$ cat src/rtl/pvh_pkg.sv
package pvh_pkg;

   localparam int unsigned STATUS_W = 3;

   typedef enum logic [STATUS_W-1:0] {
      ST_OFF       = 3'd0,
      ST_INIT      = 3'd1,
      ST_VERIFYING = 3'd2,
      ST_DONE      = 3'd3,
      ST_FAILED    = 3'd4
   } pvh_status_e;

   function automatic logic pvh_is_active(pvh_status_e s);
      return (s == ST_INIT) || (s == ST_VERIFYING);
   endfunction

endpackage

$ cat src/rtl/pvh_interval_timer.sv
module pvh_interval_timer #(
   parameter int unsigned CNT_W       = 24,
   parameter bit          ZERO_AS_ONE = 1'b1
) (
   input  logic             clk_i,
   input  logic             rst_ni,
   input  logic             arm_i,      // fire on the next cycle
   input  logic             stop_i,     // disarm
   input  logic             rearm_i,    // reload when firing
   input  logic [CNT_W-1:0] interval_i,
   output logic             fire_o
);

   logic             armed_q;
   logic [CNT_W-1:0] cnt_q;
   logic [CNT_W-1:0] reload;

   generate
      if (CNT_W < 1) begin : g_bad_width
         $error("pvh_interval_timer: CNT_W must be at least 1");
      end
      if (ZERO_AS_ONE) begin : g_zero_one
         always_comb begin
            if (interval_i == '0) reload = '0;
            else                  reload = interval_i - 1'b1;
         end
      end else begin : g_zero_wrap
         always_comb reload = interval_i - 1'b1;
      end
   endgenerate

   assign fire_o = armed_q && (cnt_q == '0) && !arm_i && !stop_i;

   always_ff @(posedge clk_i or negedge rst_ni) begin
      if (!rst_ni) begin
         armed_q <= 1'b0;
         cnt_q   <= '0;
      end else if (arm_i) begin
         armed_q <= 1'b1;
         cnt_q   <= '0;
      end else if (stop_i) begin
         armed_q <= 1'b0;
      end else if (fire_o) begin
         if (rearm_i) cnt_q <= reload;
         else         armed_q <= 1'b0;
      end else if (armed_q) begin
         cnt_q <= cnt_q - 1'b1;
      end
   end

   AST_ARM_FIRES_NEXT: assert property (@(posedge clk_i) disable iff (!rst_ni)
      arm_i |=> (fire_o || arm_i || stop_i)) else $error("arm did not lead to a fire");

endmodule

$ cat src/rtl/pvh_try_counter.sv
module pvh_try_counter #(
   parameter int unsigned MAX_TRIES = 3,
   localparam int unsigned TRY_W    = $clog2(MAX_TRIES + 1)
) (
   input  logic clk_i,
   input  logic rst_ni,
   input  logic load_i,
   input  logic take_i,
   output logic avail_o
);

   logic [TRY_W-1:0] left_q;

   generate
      if (MAX_TRIES < 1) begin : g_bad_tries
         $error("pvh_try_counter: MAX_TRIES must be at least 1");
      end
   endgenerate

   assign avail_o = (left_q != '0);

   always_ff @(posedge clk_i or negedge rst_ni) begin
      if (!rst_ni)     left_q <= '0;
      else if (load_i) left_q <= TRY_W'(MAX_TRIES);
      else if (take_i) left_q <= left_q - 1'b1;
   end

   AST_NO_UNDERFLOW: assert property (@(posedge clk_i) disable iff (!rst_ni)
      (take_i && !load_i) |-> avail_o) else $error("try taken with none left");

endmodule

$ cat src/rtl/pvh_event_unit.sv
module pvh_event_unit
   import pvh_pkg::*;
(
   input  logic        clk_i,
   input  logic        rst_ni,
   input  logic        pmac_en_i,
   input  logic        rx_verify_i,
   input  logic        rx_response_i,
   input  logic        tx_verify_done_i,
   input  pvh_status_e cur_i,
   output pvh_status_e nxt_o,
   output logic        send_response_o
);

   pvh_status_e after_tx;

   // tx report is applied first, so a response in the same cycle sees it
   always_comb begin
      after_tx = cur_i;
      if (pmac_en_i && tx_verify_done_i && (cur_i != ST_DONE)) after_tx = ST_VERIFYING;
      nxt_o = after_tx;
      if (pmac_en_i && rx_response_i && (after_tx == ST_VERIFYING)) nxt_o = ST_DONE;
   end

   always_ff @(posedge clk_i or negedge rst_ni) begin
      if (!rst_ni) send_response_o <= 1'b0;
      else         send_response_o <= pmac_en_i && rx_verify_i;
   end

   AST_RESP_NEEDS_PMAC: assert property (@(posedge clk_i) disable iff (!rst_ni)
      send_response_o |-> $past(rx_verify_i && pmac_en_i)) else $error("unrequested response");

endmodule

$ cat src/rtl/pvh_verify_ctrl.sv
module pvh_verify_ctrl
   import pvh_pkg::*;
#(
   parameter int unsigned CNT_W       = 24,
   parameter int unsigned MAX_TRIES   = 3,
   parameter bit          ZERO_AS_ONE = 1'b1
) (
   input  logic             clk_i,
   input  logic             rst_ni,
   input  logic             start_i,
   input  logic             link_up_i,
   input  logic             pmac_en_i,
   input  logic             tx_en_i,
   input  logic             verify_en_i,
   input  logic             rx_verify_i,
   input  logic             rx_response_i,
   input  logic             tx_verify_done_i,
   input  logic [CNT_W-1:0] interval_i,
   output logic             send_verify_o,
   output logic             send_response_o,
   output logic [2:0]       status_o,
   output logic             preempt_tx_en_o,
   output logic             irq_en_o
);

   pvh_status_e status_q, status_ev, status_d;
   logic link_q;
   logic link_rise, link_fall, apply, apply_hs, apply_direct;
   logic arm, stop, fire, try_ok, take, give_up, enable_now;
   logic pe_d, irq_d;

   generate
      if (STATUS_W != 3) begin : g_bad_status
         $error("pvh_verify_ctrl: status port expects 3 bits");
      end
   endgenerate

   // ---- edge and request decode ----
   assign link_rise    = link_up_i && !link_q;
   assign link_fall    = !link_up_i && link_q;
   assign apply        = start_i || (link_rise && pmac_en_i);
   assign apply_hs     = apply && verify_en_i;
   assign apply_direct = apply && !verify_en_i;
   assign arm          = apply_hs && pmac_en_i && tx_en_i && link_up_i;
   assign stop         = link_rise || link_fall || apply_hs;

   // ---- timer tick actions ----
   assign take       = fire && pvh_is_active(status_q) && try_ok;
   assign give_up    = fire && pvh_is_active(status_q) && !try_ok;
   assign enable_now = fire && (status_q == ST_DONE);

   pvh_interval_timer #(
      .CNT_W       (CNT_W),
      .ZERO_AS_ONE (ZERO_AS_ONE)
   ) u_timer (
      .clk_i      (clk_i),
      .rst_ni     (rst_ni),
      .arm_i      (arm),
      .stop_i     (stop),
      .rearm_i    (take),
      .interval_i (interval_i),
      .fire_o     (fire)
   );

   pvh_try_counter #(
      .MAX_TRIES (MAX_TRIES)
   ) u_tries (
      .clk_i   (clk_i),
      .rst_ni  (rst_ni),
      .load_i  (apply_hs),
      .take_i  (take),
      .avail_o (try_ok)
   );

   pvh_event_unit u_events (
      .clk_i            (clk_i),
      .rst_ni           (rst_ni),
      .pmac_en_i        (pmac_en_i),
      .rx_verify_i      (rx_verify_i),
      .rx_response_i    (rx_response_i),
      .tx_verify_done_i (tx_verify_done_i),
      .cur_i            (status_q),
      .nxt_o            (status_ev),
      .send_response_o  (send_response_o)
   );

   // ---- next status ----
   always_comb begin
      if (apply_hs)     status_d = ST_INIT;
      else if (give_up) status_d = ST_FAILED;
      else              status_d = status_ev;
   end

   // ---- enables: link handling, then configuration request, then tick ----
   always_comb begin
      pe_d  = preempt_tx_en_o;
      irq_d = irq_en_o;
      if (link_fall) begin
         pe_d  = 1'b0;
         irq_d = 1'b0;
      end else if (link_rise) begin
         pe_d  = 1'b0;
         irq_d = pmac_en_i;
      end
      if (apply_direct) begin
         pe_d  = tx_en_i;
         irq_d = pmac_en_i;
      end else if (enable_now) begin
         pe_d  = 1'b1;
         irq_d = 1'b1;
      end
   end

   always_ff @(posedge clk_i or negedge rst_ni) begin
      if (!rst_ni) begin
         status_q        <= ST_OFF;
         link_q          <= 1'b0;
         send_verify_o   <= 1'b0;
         preempt_tx_en_o <= 1'b0;
         irq_en_o        <= 1'b0;
      end else begin
         status_q        <= status_d;
         link_q          <= link_up_i;
         send_verify_o   <= take;
         preempt_tx_en_o <= pe_d;
         irq_en_o        <= irq_d;
      end
   end

   assign status_o = status_q;

   AST_NO_SEND_WHEN_FAILED: assert property (@(posedge clk_i) disable iff (!rst_ni)
      send_verify_o |-> (status_q != ST_FAILED)) else $error("verify sent in failed state");

   AST_VERIFYING_NEEDS_TX: assert property (@(posedge clk_i) disable iff (!rst_ni)
      (status_q == ST_VERIFYING && $past(status_q) != ST_VERIFYING)
         |-> $past(tx_verify_done_i && pmac_en_i)) else $error("verifying without tx report");

   AST_DONE_NEEDS_RESPONSE: assert property (@(posedge clk_i) disable iff (!rst_ni)
      (status_q == ST_DONE && $past(status_q) != ST_DONE)
         |-> $past(rx_response_i && pmac_en_i)) else $error("success without response");

   AST_LINK_DOWN_OFF: assert property (@(posedge clk_i) disable iff (!rst_ni)
      (link_q && !link_up_i && !start_i) |=> (!preempt_tx_en_o && !irq_en_o))
      else $error("enables survived link down");

   AST_STATUS_LEGAL: assert property (@(posedge clk_i) disable iff (!rst_ni)
      status_o <= 3'd4) else $error("illegal status code");

endmodule

$ cat config.mk
export PLATFORM = sky130hd
export DESIGN_NAME = pvh_verify_ctrl
export DESIGN_NICKNAME = d
export VERILOG_FILES = /design/src/rtl/pvh_pkg.sv /design/src/rtl/pvh_interval_timer.sv /design/src/rtl/pvh_try_counter.sv /design/src/rtl/pvh_event_unit.sv /design/src/rtl/pvh_verify_ctrl.sv
export SDC_FILE = /design/constraint.sdc
export NUM_CORES = 1
export LEC_CHECK = 0
export BUFFER_PORTS_ARGS = -buffer_cell sky130_fd_sc_hd__buf_2
export CORE_UTILIZATION = 35
export DETAILED_ROUTE_END_ITERATION = 8
export GPL_ROUTABILITY_DRIVEN = 0
export PLACE_DENSITY = 0.54
export REMOVE_ABC_BUFFERS = 1
export SYNTH_ARGS = -nofsm -noshare
export SYNTH_HDL_FRONTEND = slang
export SYNTH_HIERARCHICAL = 1
export SYNTH_SLANG_ARGS = --single-unit
$ cat constraint.sdc
create_clock -name clk_i -period 3.3 [get_ports clk_i]
set_clock_uncertainty 0.15 [all_clocks]
set_input_delay 0.66 -clock clk_i [delete_from_list [all_inputs] [get_ports clk_i]]
set_output_delay 0.66 -clock clk_i [all_outputs]
set_load 0.05 [all_outputs]
==> impl_metrics.csv <==
group,metric,value,unit
die,initial_utilization,36.02,%
sta,max_freq,0.3346,GHz
sta,slew_headroom,46.32,%
cts,cts_resized,0,
synthesis,synth.most_common_cell,"dfrtp_1",
cells_and_area,fillCellCount,806,
setup_path,crit_arrival,3.03,ns
cts,clkTransAtPathRegs,0.08,ns
pwr,power.density,682.5,nW/µm²
setup_path,cp_slowest_cell,"and4bb_2",
synthesis,synth-seq-cells,35,
setup_path,crit_start,"link_up_i",
cts,root_buffer,"clkbuf_8",
place,dpl.hpwl,5937,µm
cts,cts_buffers,5,
synthesis,ys_warn_count,6,
drt,vias,2696,
cts,holdBufCountCts,0,
synthesis,ys_top_cells_by_count,"35 x dfrtp_1, 28 x nand2_1, 28 x nor2_1",
grt,overflow,0,
sta,maxSlewViolCount,0,
die,die_width,90.95,µm
sta,tns,0,ns
cts,postCtsSetupBuffers,0,
drt,wirelength,7707,µm
synthesis,synthFlopType,"dfrtp_1",
cts,cts_tree,"done",
synthesis,synth_top_area_share,31.63,%
drt,drt_iter0_markers,189,
flow_run,maxCapViolCount,0,
cts,clk_path_buf_depth,2,
drt,post_drt_wl_per_cell,15.96,µm
grt,antenna_found_initial,0,
cells_and_area,design_area,3307,µm²
drt,vias_per_cell,5.582,
setup_path,cp-end-kind,"flip-flop",
grt,grt_first_pass_wirelength,12730,µm
place,io_buffers,40,
grt,first_global_vias,2565,
sta,rsz0062_at_grt,"no",
cells_and_area,diodes,0,
pwr,p_leak,1.426,nW
synthesis,synth_edf_count,0,
setup_path,worstSetupEndpoint,"u_timer/cnt_q[17]",
setup_path,worst_ep_required_time,3.34,ns
grt,grt_max_degree,36,
synthesis,yosysUniqueCellTypes,67,
die,coreArea,7687,µm²
sta,fin_ws,0.3116,ns
drt,route.detailed.drc,0,
synthesis,synth_top_cell_by_area,"dfrtp_1",
synthesis,async_flop_share,100.0,%
setup_path,crit_fanout,7,
cells_and_area,drive_above_1_share,24.41,%
setup_path,max_stage_delay,0.36,ns
grt,grtUsageTotal,19.39,%
sta,tightest_slew,0.8052,ns
die,die-area,8271,µm²
cts,cts.sinks,35,
setup_path,cp-start-kind,"input port",
worst_hold_path,hp-class,"input port to async pin",
drt,firstDrtPassIters,4,
die,ios,41,
synthesis,synth_top_cells_by_area,"dfrtp_1 32%, xor2_1 4.7%, nand2_1 3.8%",
drt,ant_nets,0,
setup_path,path_cells,"buf_2 > ha_1 > a21oi_1 > nand2b_1 > nand2_1 > nor3b_2 > and4_1 > nand2_4 > inv_1 > and4bb_2 > o22ai_4 > inv_2 > o21ai_1 > a221o_1",
setup_path,rr_worst_depth,14,
setup_path,reg2reg_to,"u_timer/cnt_q[17]",
cells_and_area,final_core_util,43.02,%
die,fp.dieH,90.95,µm
cells_and_area,fin_cells,483,
place,dpl_cell_area,3171,µm²
cts,cts_htree_levels,2,
sta,fin_crit_sh,90.56,%
place,pre_cts_ws,-0.01047,ns
cts,clk_latency,0.30,ns
synthesis,syn_inst,324,
synthesis,avgSynthCellArea,8.546,µm²
die,rows,32,
synthesis,yosysSeqAreaShare,31.63,%
place,dp_cells,475,
run_status,outcome,"finished, final reports clean",
sta,setup_violations,0,
cells_and_area,area_growth_syn_to_layout,19.43,%
setup_path,worstSetupPathType,"input port to flip-flop",
setup_path,r2r_slack,0.42,ns
setup_path,worstReg2RegStart,"link_q",
sta,period_minus_slack,2.988,ns
synthesis,synth.cell_area,2769,µm²
sta,hold_viol,0,
pwr,ir_drop,228.5,µV
cells_and_area,fin_nets,421,
[through the flow]
stage | hold slack, ns | power (W)
3_3_place_gp | 0.3571 | 0.001774
3_5_place_dp | 0.3718 | 0.001775
6_report | 0.3020 | 0.002257
2_1_floorplan | 0.2144 | 0.001458
5_1_grt | 0.3534 | 0.002425
4_1_cts | 0.3327 | 0.002263
[placed cells by master (no fill, tap or decap), types with 12 or more instances in the layout]
| master | netlist | routed |
|---|---|---|
| dfrtp_1 | 35 | 35 |
| inv_1 | 16 | 16 |
| o21ai_0 | 14 | 14 |
| nand2_1 | 28 | 28 |
| nor4_1 | 12 | 12 |
| nor2_1 | 28 | 28 |
| a21oi_1 | 16 | 16 |
| xor2_1 | 15 | 15 |
| buf_2 | 1 | 40 |
| buf_4 | 2 | 17 |
[area by class of cell]
| type | instances | area (µm²) | area share [%] |
|---|---|---|---|
| flip-flops and latches | 35 | 875.8 | 26.49 |
| multi-input cells | 264 | 1775 | 53.69 |
| repair buffers | 57 | 327.8 | 9.913 |
| clock inverters | 3 | 67.56 | 2.043 |
| well taps | 102 | 127.6 | 3.859 |
| clock buffers | 5 | 68.82 | 2.081 |
| inverters | 17 | 63.81 | 1.930 |
[state kept, by name, summed over array words and instances, names as in the netlist]
name                      count
irq_en_o                      1
link_q                        1
preempt_tx_en_o               1
send_verify_o                 1
status_o                      3
u_events/send_response_o      1
u_timer/armed_q               1
u_timer/cnt_q                24
u_tries/left_q                2
[metal layers]
metal / share of wire [%] / vias to the layer above / global-route usage (%)
met2: 45 / 105 / 30.30
met4: 2.4 / 0 / 7.540
met5: 0 / - / 0
met3: 6.0 / 12 / 3.266
met1: 47 / 1242 / 26.66
li1: - / 1337 / -
[how the worst min path moves through the flow]
stage | cells after the start | from | end | slack (ns)
after floorplan | 0 | rst_ni | irq_en_o | 0.21
after global placement | 2 | u_tries/left_q[0] | u_tries/left_q[0] | 0.36
after detailed placement | 2 | u_tries/left_q[0] | u_tries/left_q[0] | 0.37
after CTS | 1 | rst_ni | u_timer/cnt_q[14] | 0.33
after global routing | 1 | link_up_i | link_q | 0.35
final | 1 | rst_ni | u_timer/cnt_q[14] | 0.30
[worst max-delay path: cells and delay by family]
| kind | cells | cell delay [ns] |
|---|---|---|
| and+or+nand+nor | 6 | 1.20 |
| AOI/OAI and AO/OA | 4 | 0.64 |
| buffers and inverters | 3 | 0.31 |
| adders and majority gates | 1 | 0.21 |
[report_power, final]
group	switching, W	total (W)	internal (W)	leakage [nW]
clock	0.000173	0.000474	0.000301	0.0644
sequential	0.000134	0.000659	0.000525	0.456
combinational	0.000656	0.00112	0.000468	0.906
total	0.000963	0.00226	0.00129	1.43
[cell families after synthesis]
kind of cell,count (synthesis),synth area share [%]
AND/OR/NAND/NOR,150,33.03
AO/OA/AOI/OAI,84,20.65
flip-flops,35,31.63
buffers and inverters,25,4.247
XOR/XNOR,23,7.275
adder cells (fa/ha/maj),7,3.163
(Power assumes the default switching activity.)
